$ cat src/rtl/asr_pkg.sv
package asr_pkg;

  localparam int SAMPLE_W = 24;
  localparam int SHORT_W  = 16;
  localparam int PAD_W    = SAMPLE_W - SHORT_W;

  typedef enum logic [1:0] {
    FMT_I2S = 2'b00,
    FMT_TDM = 2'b01,
    FMT_RJ  = 2'b10,
    FMT_LJ  = 2'b11
  } fmt_e;

  // Aligns a shifted word to the output width; short words get zero LSBs.
  function automatic logic [SAMPLE_W-1:0] align_word(input logic [SAMPLE_W-1:0] sr,
                                                     input logic w16);
    if (w16) return {sr[SHORT_W-1:0], {PAD_W{1'b0}}};
    return sr;
  endfunction

  // True when the bit at index idx of a half frame belongs to the word.
  function automatic logic in_window(input fmt_e fmt, input logic w16, input int idx);
    int n;
    n = w16 ? SHORT_W : SAMPLE_W;
    case (fmt)
      FMT_LJ:  return idx < n;
      FMT_I2S: return (idx >= 1) && (idx <= n);
      FMT_RJ:  return 1'b1;
      default: return 1'b0;
    endcase
  endfunction

  // Slot number of a TDM frame position; out-of-range positions map to 15.
  function automatic logic [3:0] tdm_slot(input int pos, input logic s64);
    if (s64) return 4'(pos / 64);
    if (pos >= 256) return 4'd15;
    return 4'(pos / 32);
  endfunction

  // Bit position inside the current TDM slot.
  function automatic logic [5:0] tdm_bit(input int pos, input logic s64);
    if (s64) return 6'(pos % 64);
    return 6'(pos % 32);
  endfunction

endpackage

$ cat src/rtl/asr_edge_sync.sv
module asr_edge_sync #(
  parameter int LINES = 3
) (
  input  logic             clk,
  input  logic             rst_n,
  input  logic             bclk,
  input  logic             lrclk,
  input  logic [LINES-1:0] sdata,
  output logic             rise,
  output logic             lr_prev,
  output logic             lr_edge,
  output logic             lr_up,
  output logic [LINES-1:0] din
);
  logic             b_q, b_qq, l_q, lr_last, primed;
  logic [LINES-1:0] d_q;

  always_ff @(posedge clk) begin
    if (!rst_n) begin
      b_q     <= 1'b0;
      b_qq    <= 1'b0;
      l_q     <= 1'b0;
      d_q     <= '0;
      lr_last <= 1'b0;
      primed  <= 1'b0;
    end else begin
      b_q  <= bclk;
      b_qq <= b_q;
      l_q  <= lrclk;
      d_q  <= sdata;
      if (rise) begin
        lr_last <= l_q;
        primed  <= 1'b1;
      end
    end
  end

  assign rise    = b_q & ~b_qq;
  assign din     = d_q;
  assign lr_prev = lr_last;
  assign lr_edge = rise & primed & (l_q != lr_last);
  assign lr_up   = lr_edge & l_q;

endmodule

$ cat src/rtl/asr_bit_timer.sv
module asr_bit_timer
  import asr_pkg::*;
#(
  parameter int CNT_W = 9,
  parameter int CHANS = 6
) (
  input  logic             clk,
  input  logic             rst_n,
  input  fmt_e             fmt,
  input  logic             w16,
  input  logic             slot64,
  input  logic             rise,
  input  logic             lr_edge,
  input  logic             lr_up,
  output logic [CNT_W-1:0] bit_idx,
  output logic             shift_en,
  output logic             half_end,
  output logic             frame_start,
  output logic             slot_done,
  output logic [3:0]       slot_num
);
  localparam logic [CNT_W-1:0] CNT_MAX = '1;

  logic [CNT_W-1:0] cnt, cur;
  logic             is_tdm, restart;
  logic [5:0]       bpos;

  assign is_tdm   = (fmt == FMT_TDM);
  assign restart  = is_tdm ? lr_up : lr_edge;
  assign cur      = restart ? '0 : cnt;
  assign slot_num = tdm_slot(int'(cur), slot64);
  assign bpos     = tdm_bit(int'(cur), slot64);

  always_comb begin
    if (is_tdm)
      shift_en = rise && (bpos < 6'(SAMPLE_W)) && (slot_num < 4'(CHANS));
    else
      shift_en = rise && in_window(fmt, w16, int'(cur));
  end

  assign slot_done   = rise && is_tdm && (slot_num < 4'(CHANS)) && (bpos == 6'(SAMPLE_W - 1));
  assign half_end    = lr_edge && !is_tdm;
  assign frame_start = lr_up && is_tdm;
  assign bit_idx     = cnt;

  always_ff @(posedge clk) begin
    if (!rst_n)    cnt <= CNT_MAX;
    else if (rise) cnt <= (cur == CNT_MAX) ? CNT_MAX : cur + 1'b1;
  end

endmodule

$ cat src/rtl/asr_lane.sv
module asr_lane #(
  parameter int W = 24
) (
  input  logic         clk,
  input  logic         rst_n,
  input  logic         shift,
  input  logic         din,
  output logic [W-1:0] sr
);
  always_ff @(posedge clk) begin
    if (!rst_n)     sr <= '0;
    else if (shift) sr <= {sr[W-2:0], din};
  end
endmodule

$ cat src/rtl/audio_serial_rx.sv
module audio_serial_rx
  import asr_pkg::*;
#(
  parameter int LINES = 3,
  parameter int CNT_W = 9
) (
  input  logic                            clk,
  input  logic                            rst_n,
  input  logic [1:0]                      fmt_sel,
  input  logic                            word_16b,
  input  logic                            tdm_slot64,
  input  logic                            bclk,
  input  logic                            lrclk,
  input  logic [LINES-1:0]                sdata,
  output logic [2*LINES*SAMPLE_W-1:0]     smp_out,
  output logic                            smp_valid
);
  localparam int CHANS = 2 * LINES;

  fmt_e                          fmt;
  logic                          rise_w, lr_prev_w, lr_edge_w, lr_up_w;
  logic [LINES-1:0]              din_w;
  logic [CNT_W-1:0]              bit_idx_w;
  logic                          shift_w, half_end_w, frame_start_w, slot_done_w;
  logic [3:0]                    slot_w;
  logic [LINES-1:0][SAMPLE_W-1:0] sr_w;
  logic [SAMPLE_W-1:0]           tdm_word_w;
  logic                          ended_left_w;
  logic [CHANS-1:0][SAMPLE_W-1:0] stg_q, out_q;
  logic                          started_q, left_seen_q, tdm_seen_q, pend_q, valid_q;

  assign fmt = fmt_e'(fmt_sel);

  asr_edge_sync #(.LINES(LINES)) u_sync (
    .clk     (clk),
    .rst_n   (rst_n),
    .bclk    (bclk),
    .lrclk   (lrclk),
    .sdata   (sdata),
    .rise    (rise_w),
    .lr_prev (lr_prev_w),
    .lr_edge (lr_edge_w),
    .lr_up   (lr_up_w),
    .din     (din_w)
  );

  asr_bit_timer #(.CNT_W(CNT_W), .CHANS(CHANS)) u_timer (
    .clk         (clk),
    .rst_n       (rst_n),
    .fmt         (fmt),
    .w16         (word_16b),
    .slot64      (tdm_slot64),
    .rise        (rise_w),
    .lr_edge     (lr_edge_w),
    .lr_up       (lr_up_w),
    .bit_idx     (bit_idx_w),
    .shift_en    (shift_w),
    .half_end    (half_end_w),
    .frame_start (frame_start_w),
    .slot_done   (slot_done_w),
    .slot_num    (slot_w)
  );

  for (genvar l = 0; l < LINES; l++) begin : g_lane
    asr_lane #(.W(SAMPLE_W)) u_lane (
      .clk   (clk),
      .rst_n (rst_n),
      .shift (shift_w),
      .din   (din_w[l]),
      .sr    (sr_w[l])
    );
  end

  // Word completed by the current TDM bit on line 0.
  assign tdm_word_w = {sr_w[0][SAMPLE_W-2:0], din_w[0]};

  // The half that just ended carried the word clock level seen before the edge.
  assign ended_left_w = (fmt == FMT_I2S) ? ~lr_prev_w : lr_prev_w;

  always_ff @(posedge clk) begin
    if (!rst_n) begin
      stg_q       <= '0;
      started_q   <= 1'b0;
      left_seen_q <= 1'b0;
      tdm_seen_q  <= 1'b0;
      pend_q      <= 1'b0;
    end else begin
      for (int k = 0; k < CHANS; k++) begin
        if (half_end_w && (ended_left_w == ((k % 2) == 0)))
          stg_q[k] <= align_word(sr_w[k / 2], word_16b);
        else if (slot_done_w && (slot_w == 4'(k)))
          stg_q[k] <= tdm_word_w;
      end
      if (half_end_w) started_q <= 1'b1;
      if (half_end_w && ended_left_w && started_q) left_seen_q <= 1'b1;
      if (frame_start_w) tdm_seen_q <= 1'b1;
      pend_q <= (half_end_w && !ended_left_w && left_seen_q) ||
                (frame_start_w && tdm_seen_q);
    end
  end

  always_ff @(posedge clk) begin
    if (!rst_n) begin
      out_q   <= '0;
      valid_q <= 1'b0;
    end else begin
      valid_q <= pend_q;
      if (pend_q) out_q <= stg_q;
    end
  end

  assign smp_out   = out_q;
  assign smp_valid = valid_q;

endmodule

$ cat config.mk
export PLATFORM = sky130hd
export DESIGN_NAME = audio_serial_rx
export DESIGN_NICKNAME = d
export VERILOG_FILES = /design/src/rtl/asr_pkg.sv /design/src/rtl/asr_edge_sync.sv /design/src/rtl/asr_bit_timer.sv /design/src/rtl/asr_lane.sv /design/src/rtl/audio_serial_rx.sv
export SDC_FILE = /design/constraint.sdc
export NUM_CORES = 1
export LEC_CHECK = 0
export ABC_CLOCK_PERIOD_IN_PS = 7800
export BUFFER_PORTS_ARGS = -buffer_cell sky130_fd_sc_hd__buf_4
export CAP_MARGIN = 20
export CORE_MARGIN = 2
export CORE_UTILIZATION = 60
export DETAILED_ROUTE_END_ITERATION = 10
export PLACE_DENSITY_LB_ADDON = 0.05
export SLEW_MARGIN = 20
export SYNTH_ARGS = -nofsm -noshare
export SYNTH_HDL_FRONTEND = slang
export SYNTH_SLANG_ARGS = --single-unit
$ cat constraint.sdc
create_clock -name clk -period 7.8 [get_ports clk]
set_clock_uncertainty 0.1 [all_clocks]
set_input_delay 1.17 -clock clk [delete_from_list [all_inputs] [get_ports clk]]
set_output_delay 1.17 -clock clk [all_outputs]
set_load 0.05 [all_outputs]
==> flow_summary.json, run 1 <==
{
  "placed_cell_area_um2": 17100,
  "grt_max_degree": 88,
  "fill_cells": 2101,
  "synthArstFlopShare_pct": 0,
  "worstSkewPairLatency_ns": 0.53,
  "dp_hpwl_mm": 29.8,
  "final_common_cell": "dfxtp_1",
  "status": "finished clean",
  "synth_cell_type_count": 51,
  "cp_num_buf_inv": 4,
  "drive_above_1_share_pct": 15.4,
  "yosysSeqAreaShare_pct": 47.5,
  "post-route-util_pct": 70.6,
  "total_power_mw": 4.06,
  "clock_path_buffers": 3,
  "synth_top_area_cell": "dfxtp_1",
  "setup_tns_ns": 0,
  "crit_top_cell": "buf_4",
  "synthMuxAreaShare_pct": 16.8,
  "path_cells": "buf_4, nand2b_1, a21o_1, nand2_1, nand2_1, inv_1, ha_1, and2_1, o2111ai_4, buf_4, buf_4, nor3_1, a2111oi_1",
  "pre_cts_ws_ns": 2.86,
  "die_h_um": 168,
  "core-area_um2": 26200,
  "num_rows": 59,
  "crit_required_ns": 8.10,
  "antenna_cells": 0,
  "antenna_left": 0,
  "synth_cells": 1786,
  "die_w_um": 168,
  "syn_to_final_growth_pct": 15.0,
  "fin_nets": 1837,
  "cts_root_buf": "clkbuf_16",
  "port_buffers": 155,
  "cap_violations": 0,
  "min_period_over_period_pct": 58.1,
  "power.leakage_nw": 6.60,
  "grt_pass1_wl_mm": 72.4,
  "routed_wl_mm": 46.4,
  "post-cts-setup-buffers": 0,
  "path_class": "input pin to flop",
  "ir_worst_vdd_v": 0.000174,
  "instances_no_fill": 2184,
  "p_per_area_nw_per_um2": 219,
  "finalInstanceArea_um2": 18500,
  "ys_ff_latch": 382,
  "relSlewSlack_pct": 29.4,
  "cpPeakStageDelay_ns": 0.78,
  "ys_warn_count": 0,
  "final_cell_mix": "dfxtp_1 (381), mux2i_1 (233), nor2_1 (217), nand2_1 (192), buf_4 (172)",
  "cts_max_level": 2,
  "drtIter0Drc": 1719,
  "cp.arrival_ns": 4.83,
  "grtUsageTotal_pct": 32.3,
  "via_per_inst": 6.26,
  "slowest_stage": "buf_4",
  "cts.sinks": 382,
  "synthAdderAreaFrac_pct": 0.311,
  "yosysTopAreaCellShare_pct": 47.5,
  "syn-num-nets": 1801,
  "syn-cell-area_um2": 16100,
  "dr_total_vias": 13700,
  "hold_slack_ns": 0.357,
  "grt_pass1_vias": 12600,
  "fmax_mhz": 221,
  "cts_resized": 0,
  "cts_tree": "done",
  "antenna_found_initial": 1,
  "io_pins": 156,
  "dp_cells": 2115,
  "synth-compound-area-share_pct": 13.7,
  "rsz0062_at_grt": "no",
  "avgSynthCellArea_um2": 9.01,
  "synth_ff_type": "dfxtp_1",
  "worst-path-max-fanout": 77,
  "synth_area_leaders": "dfxtp_1 (48%), mux2i_1 (14%), o211ai_1 (5.3%)",
  "min_path_type": "flop to flop",
  "drc": 0,
  "start_util_pct": 61.4,
  "cts_hold_buf": 0,
  "cts_buffers": 39,
  "yosys.area_share.xor_xnor_pct": 0,
  "first_pass_iters": 6,
  "die_area_um2": 28200,
  "synth_top_family_by_area": "simple AND/OR/NAND/NOR gates",
  "critPathLaunchType": "input pin",
  "gp_congestion": 0.922,
  "final-setup-viol-count": 0,
  "fin_crit_ns": 4.53,
  "end_kind": "flop",
  "grt_overflow": 0,
  "worst_slack_ns": 3.27,
  "synthSimpleGateAreaFrac_pct": 16.8,
  "synth_edf_count": 0,
  "final_max_slew_viol_count": 0,
  "critPathTopFamily": "buffers and inverters",
  "wire_per_inst_um": 21.3,
  "worst_pin_slew_ns": 1.06,
  "cts.reportedPaths.clkPinSlew_ns": 0.06,
  "hold_viol": 0
}
[flip-flops by register name (all words and copies together) (netlist names)]
| signal | flops |
|---|---|
| smp_out | 144 |
| stg_q | 144 |
| g_lane.u_lane.sr | 72 |
| u_timer.bit_idx | 9 |
| u_sync.din | 3 |
| left_seen_q | 1 |
| pend_q | 1 |
| smp_valid | 1 |
| started_q | 1 |
| tdm_seen_q | 1 |
| u_sync.b_q | 1 |
| u_sync.b_qq | 1 |
| u_sync.l_q | 1 |
| u_sync.lr_prev | 1 |
| u_sync.primed | 1 |
[final cells by class]
class	instances	area, um^2	area share [%]
timing repair buffer	173	1320	7.13
inverter	11	43.8	0.237
multi-input combinational	1215	7740	41.8
sequential	382	7650	41.3
clock inverter	12	166	0.899
clock buffer	56	1160	6.29
tap	335	419	2.26
[path summary, 6_finish.rpt]
path / startpoint / end / slack [ns] / cells past startpoint
hold reg to reg: left_seen_q / pend_q / 0.36 / 2
setup reg to reg: u_sync.primed / stg_q[99] / 3.35 / 11
hold / removal: left_seen_q / pend_q / 0.36 / 2
setup / recovery: fmt_sel[1] / stg_q[99] / 3.27 / 13
[per-layer routing]
layer	share of wire, %	global-route usage [%]	vias to the layer above
met5	0.026	0	-
met4	3.4	12.1	2
met2	43	46.8	665
met3	9.6	6.56	104
li1	-	-	6421
met1	45	47.6	6487
[where the power goes]
part | internal (mW) | total (mW) | switching [mW]
sequential | 1.96 | 1.97 | 0.0146
combinational | 0.0483 | 0.157 | 0.109
clock | 1.17 | 1.93 | 0.758
[kinds of logic (layout without fill, tap and decap cells)]
| family | count (synthesis) | in the layout |
|---|---|---|
| compound gates | 334 | 334 |
| fa+ha+maj | 4 | 4 |
| buf+inv | 189 | 252 |
| flops | 382 | 382 |
| mux | 266 | 266 |
| simple gates | 611 | 611 |
[tightest hold or removal path, delay by kind of cell, from the launching register on]
family / cells / cell delay (ns)
flip-flops: 1 / 0.31
AND/OR/NAND/NOR: 1 / 0.06
AO/OA/AOI/OAI: 1 / 0.05
[synth_stat cells (all sizes together) (3+ instances only)]
library cell and number:
a2111oi 8, a211oi 34, a21oi 31, a311oi 5, a31oi 23, and2 9, and3 19, buf 43
clkbuf 135, dfxtp 382, ha 4, inv 11, mux2 33, mux2i 233, nand2 193, nand2b 4
nand3 62, nand4 34, nor2 219, nor2b 9, nor3 28, nor4 18, o211ai 114, o21ai 103
o221ai 3, or2 4, or4 3
(Power assumes the default switching activity.)
==> inputs of run 2 (changes only) <==
- ABC_CLOCK_PERIOD_IN_PS: 7800 -> 4710
- CORE_UTILIZATION: 60 -> 59
- clock period: 7.8 -> 4.71 ns (I/O delays scaled with it)
==> run 2 against run 1 <==
Sequential share of layout area shrank 0.19 points. Core utilization shrank 1.4 points. Non-clock buffer count grew 6. Clock power grew 68%. Worst hold slack lost 0.072 ns. Global-route usage shrank 0.22 points. Flip-flop and latch count is the same. Critical path type is now flop to flop. Largest cell class unchanged.
==> flow_summary.json, run 2 (synthesized netlist as in run 1, its figures left out) <==
{
  "status": "finished clean",
  "post-cts-setup-buffers": 0,
  "setup_tns_ns": 0,
  "cts.reportedPaths.clkPinSlew_ns": 0.06,
  "worstHoldStart": "bclk",
  "die_h_um": 169,
  "first_pass_iters": 6,
  "wire_per_inst_um": 21.4,
  "cp.arrival_ns": 3.93,
  "crit_required_ns": 5.02,
  "drc": 0,
  "start_util_pct": 59.9,
  "relSlewSlack_pct": 30.6,
  "dp_cells": 2128,
  "hold_depth": 2,
  "cts_max_level": 2,
  "core-area_um2": 26900,
  "power.leakage_nw": 6.63,
  "rr_startpoint": "u_sync.primed",
  "instances_no_fill": 2199,
  "ir_worst_vdd_v": 0.000300,
  "grt_pass1_wl_mm": 72.2,
  "finalInstanceArea_um2": 18600,
  "grt_overflow": 0,
  "final_max_slew_viol_count": 0,
  "rsz0062_at_grt": "no",
  "antenna_left": 0,
  "drive_above_1_share_pct": 15.7,
  "final_cell_mix": "dfxtp_1 (381), mux2i_1 (233), nor2_1 (217), nand2_1 (192), buf_4 (177)",
  "die_area_um2": 28600,
  "p_int_mw": 5.29,
  "worst_pin_slew_ns": 1.04,
  "syn_to_final_growth_pct": 15.5,
  "end_kind": "flop",
  "worst-path-max-fanout": 75,
  "cts_tree": "done",
  "port_buffers": 155,
  "p_per_area_nw_per_um2": 365,
  "grtUsageTotal_pct": 32.1,
  "io_pins": 156,
  "cts_hold_buf": 0,
  "path_class": "flop to flop",
  "grt_max_degree": 95,
  "r2r_end": "stg_q[98]",
  "power_frac_seq_pct": 48.2,
  "hold_end": "u_sync.b_q",
  "fmax_mhz": 276,
  "dp_hpwl_mm": 30.5,
  "gp_congestion": 0.910,
  "drtIter0Drc": 1731,
  "cts_buffers": 40,
  "fin_nets": 1844,
  "min_path_type": "input pin to flop",
  "p_sw_share_pct": 22.0,
  "antenna_found_initial": 0,
  "antenna_cells": 0,
  "final-setup-viol-count": 0,
  "placed_cell_area_um2": 17200,
  "cts.sinks": 382,
  "worstSkewPairLatency_ns": 0.54,
  "grt_pass1_vias": 12200,
  "hold_slack_ns": 0.286,
  "cap_violations": 0,
  "clock_path_buffers": 3,
  "die_w_um": 169,
  "critPathLaunchType": "flop",
  "via_per_inst": 6.19,
  "cts_root_buf": "clkbuf_16",
  "cts_resized": 0,
  "hold_viol": 0,
  "routed_wl_mm": 47.1,
  "dr_total_vias": 13600,
  "rrSetupSlack_ns": 1.09,
  "power.share.combinational_pct": 3.9,
  "worstRegToRegCells": 10,
  "fin_crit_ns": 3.62,
  "min_period_over_period_pct": 76.9,
  "num_rows": 60,
  "p_switching_mw": 1.49,
  "power_frac_clock_pct": 47.9,
  "final_common_cell": "dfxtp_1"
}
[run 2: changes by cell type in the layout (fill, tap and decap cells not counted), moves of 2 or more]
| cell | delta |
|---|---|
| clkinv_2 | -3 |
| inv_6 | +2 |
| clkbuf_8 | +3 |
| buf_4 | +5 |
| buf_12 | +2 |
| clkbuf_1 | +2 |
[run 2: how the worst max path moves through the flow]
| stage | from | end | cells after the start | slack [ns] |
|---|---|---|---|---|
| finish | u_sync.primed | stg_q[98] | 10 | 1.09 |
| global route | u_sync.primed | stg_q[103] | 10 | 0.94 |
| CTS | u_sync.primed | stg_q[98] | 10 | 1.20 |
| detailed placement | fmt_sel[1] | stg_q[96] | 10 | 0.80 |
| global placement | fmt_sel[1] | stg_q[98] | 10 | 0.94 |
| floorplan | fmt_sel[1] | stg_q[101] | 13 | 1.62 |
[run 2: layout make-up]
class	count	area, um^2
clock inverter	11	168
tap	341	427
inverter	11	43.8
timing repair buffer	179	1370
fill	2147	8280
multi-input combinational	1215	7750
clock buffer	60	1190
sequential	382	7650
[run 2: critical path, cell delays in order (launching register included)]
cell	delay [ns]
dfxtp_1	0.40
and3b_1	0.56
nand2_1	0.36
nand2_1	0.22
inv_1	0.06
ha_1	0.22
and2_1	0.22
o2111ai_4	0.14
buf_4	0.66
nor3_1	0.14
a2111oi_1	0.38
[run 2: stage by stage]
stage               utilization, %  total power, mW  setup slack [ns]
floorplan                        -             3.53              1.62
global placement              64.1             3.60             0.940
detailed placement            64.1             3.60             0.804
CTS                           69.2             6.80              1.20
global route                  69.2             6.97             0.939
finish                        69.2             6.78              1.09
[run 2: power groups by stage]
stage,clock [mW],combinational (mW),sequential [mW]
floorplan,0,0.202,3.33
global placement,0,0.259,3.34
detailed placement,0,0.260,3.34
CTS,3.27,0.260,3.27
global route,3.41,0.289,3.27
finish,3.25,0.265,3.27
[run 2: metal layers]
| layer | vias up | GRT usage, % | share of wire [%] |
|---|---|---|---|
| met4 | 0 | 11.7 | 3.4 |
| li1 | 6432 | - | - |
| met2 | 606 | 45.7 | 42 |
| met3 | 97 | 7.28 | 8.8 |
| met5 | - | 0 | 0 |
| met1 | 6469 | 47.5 | 45 |
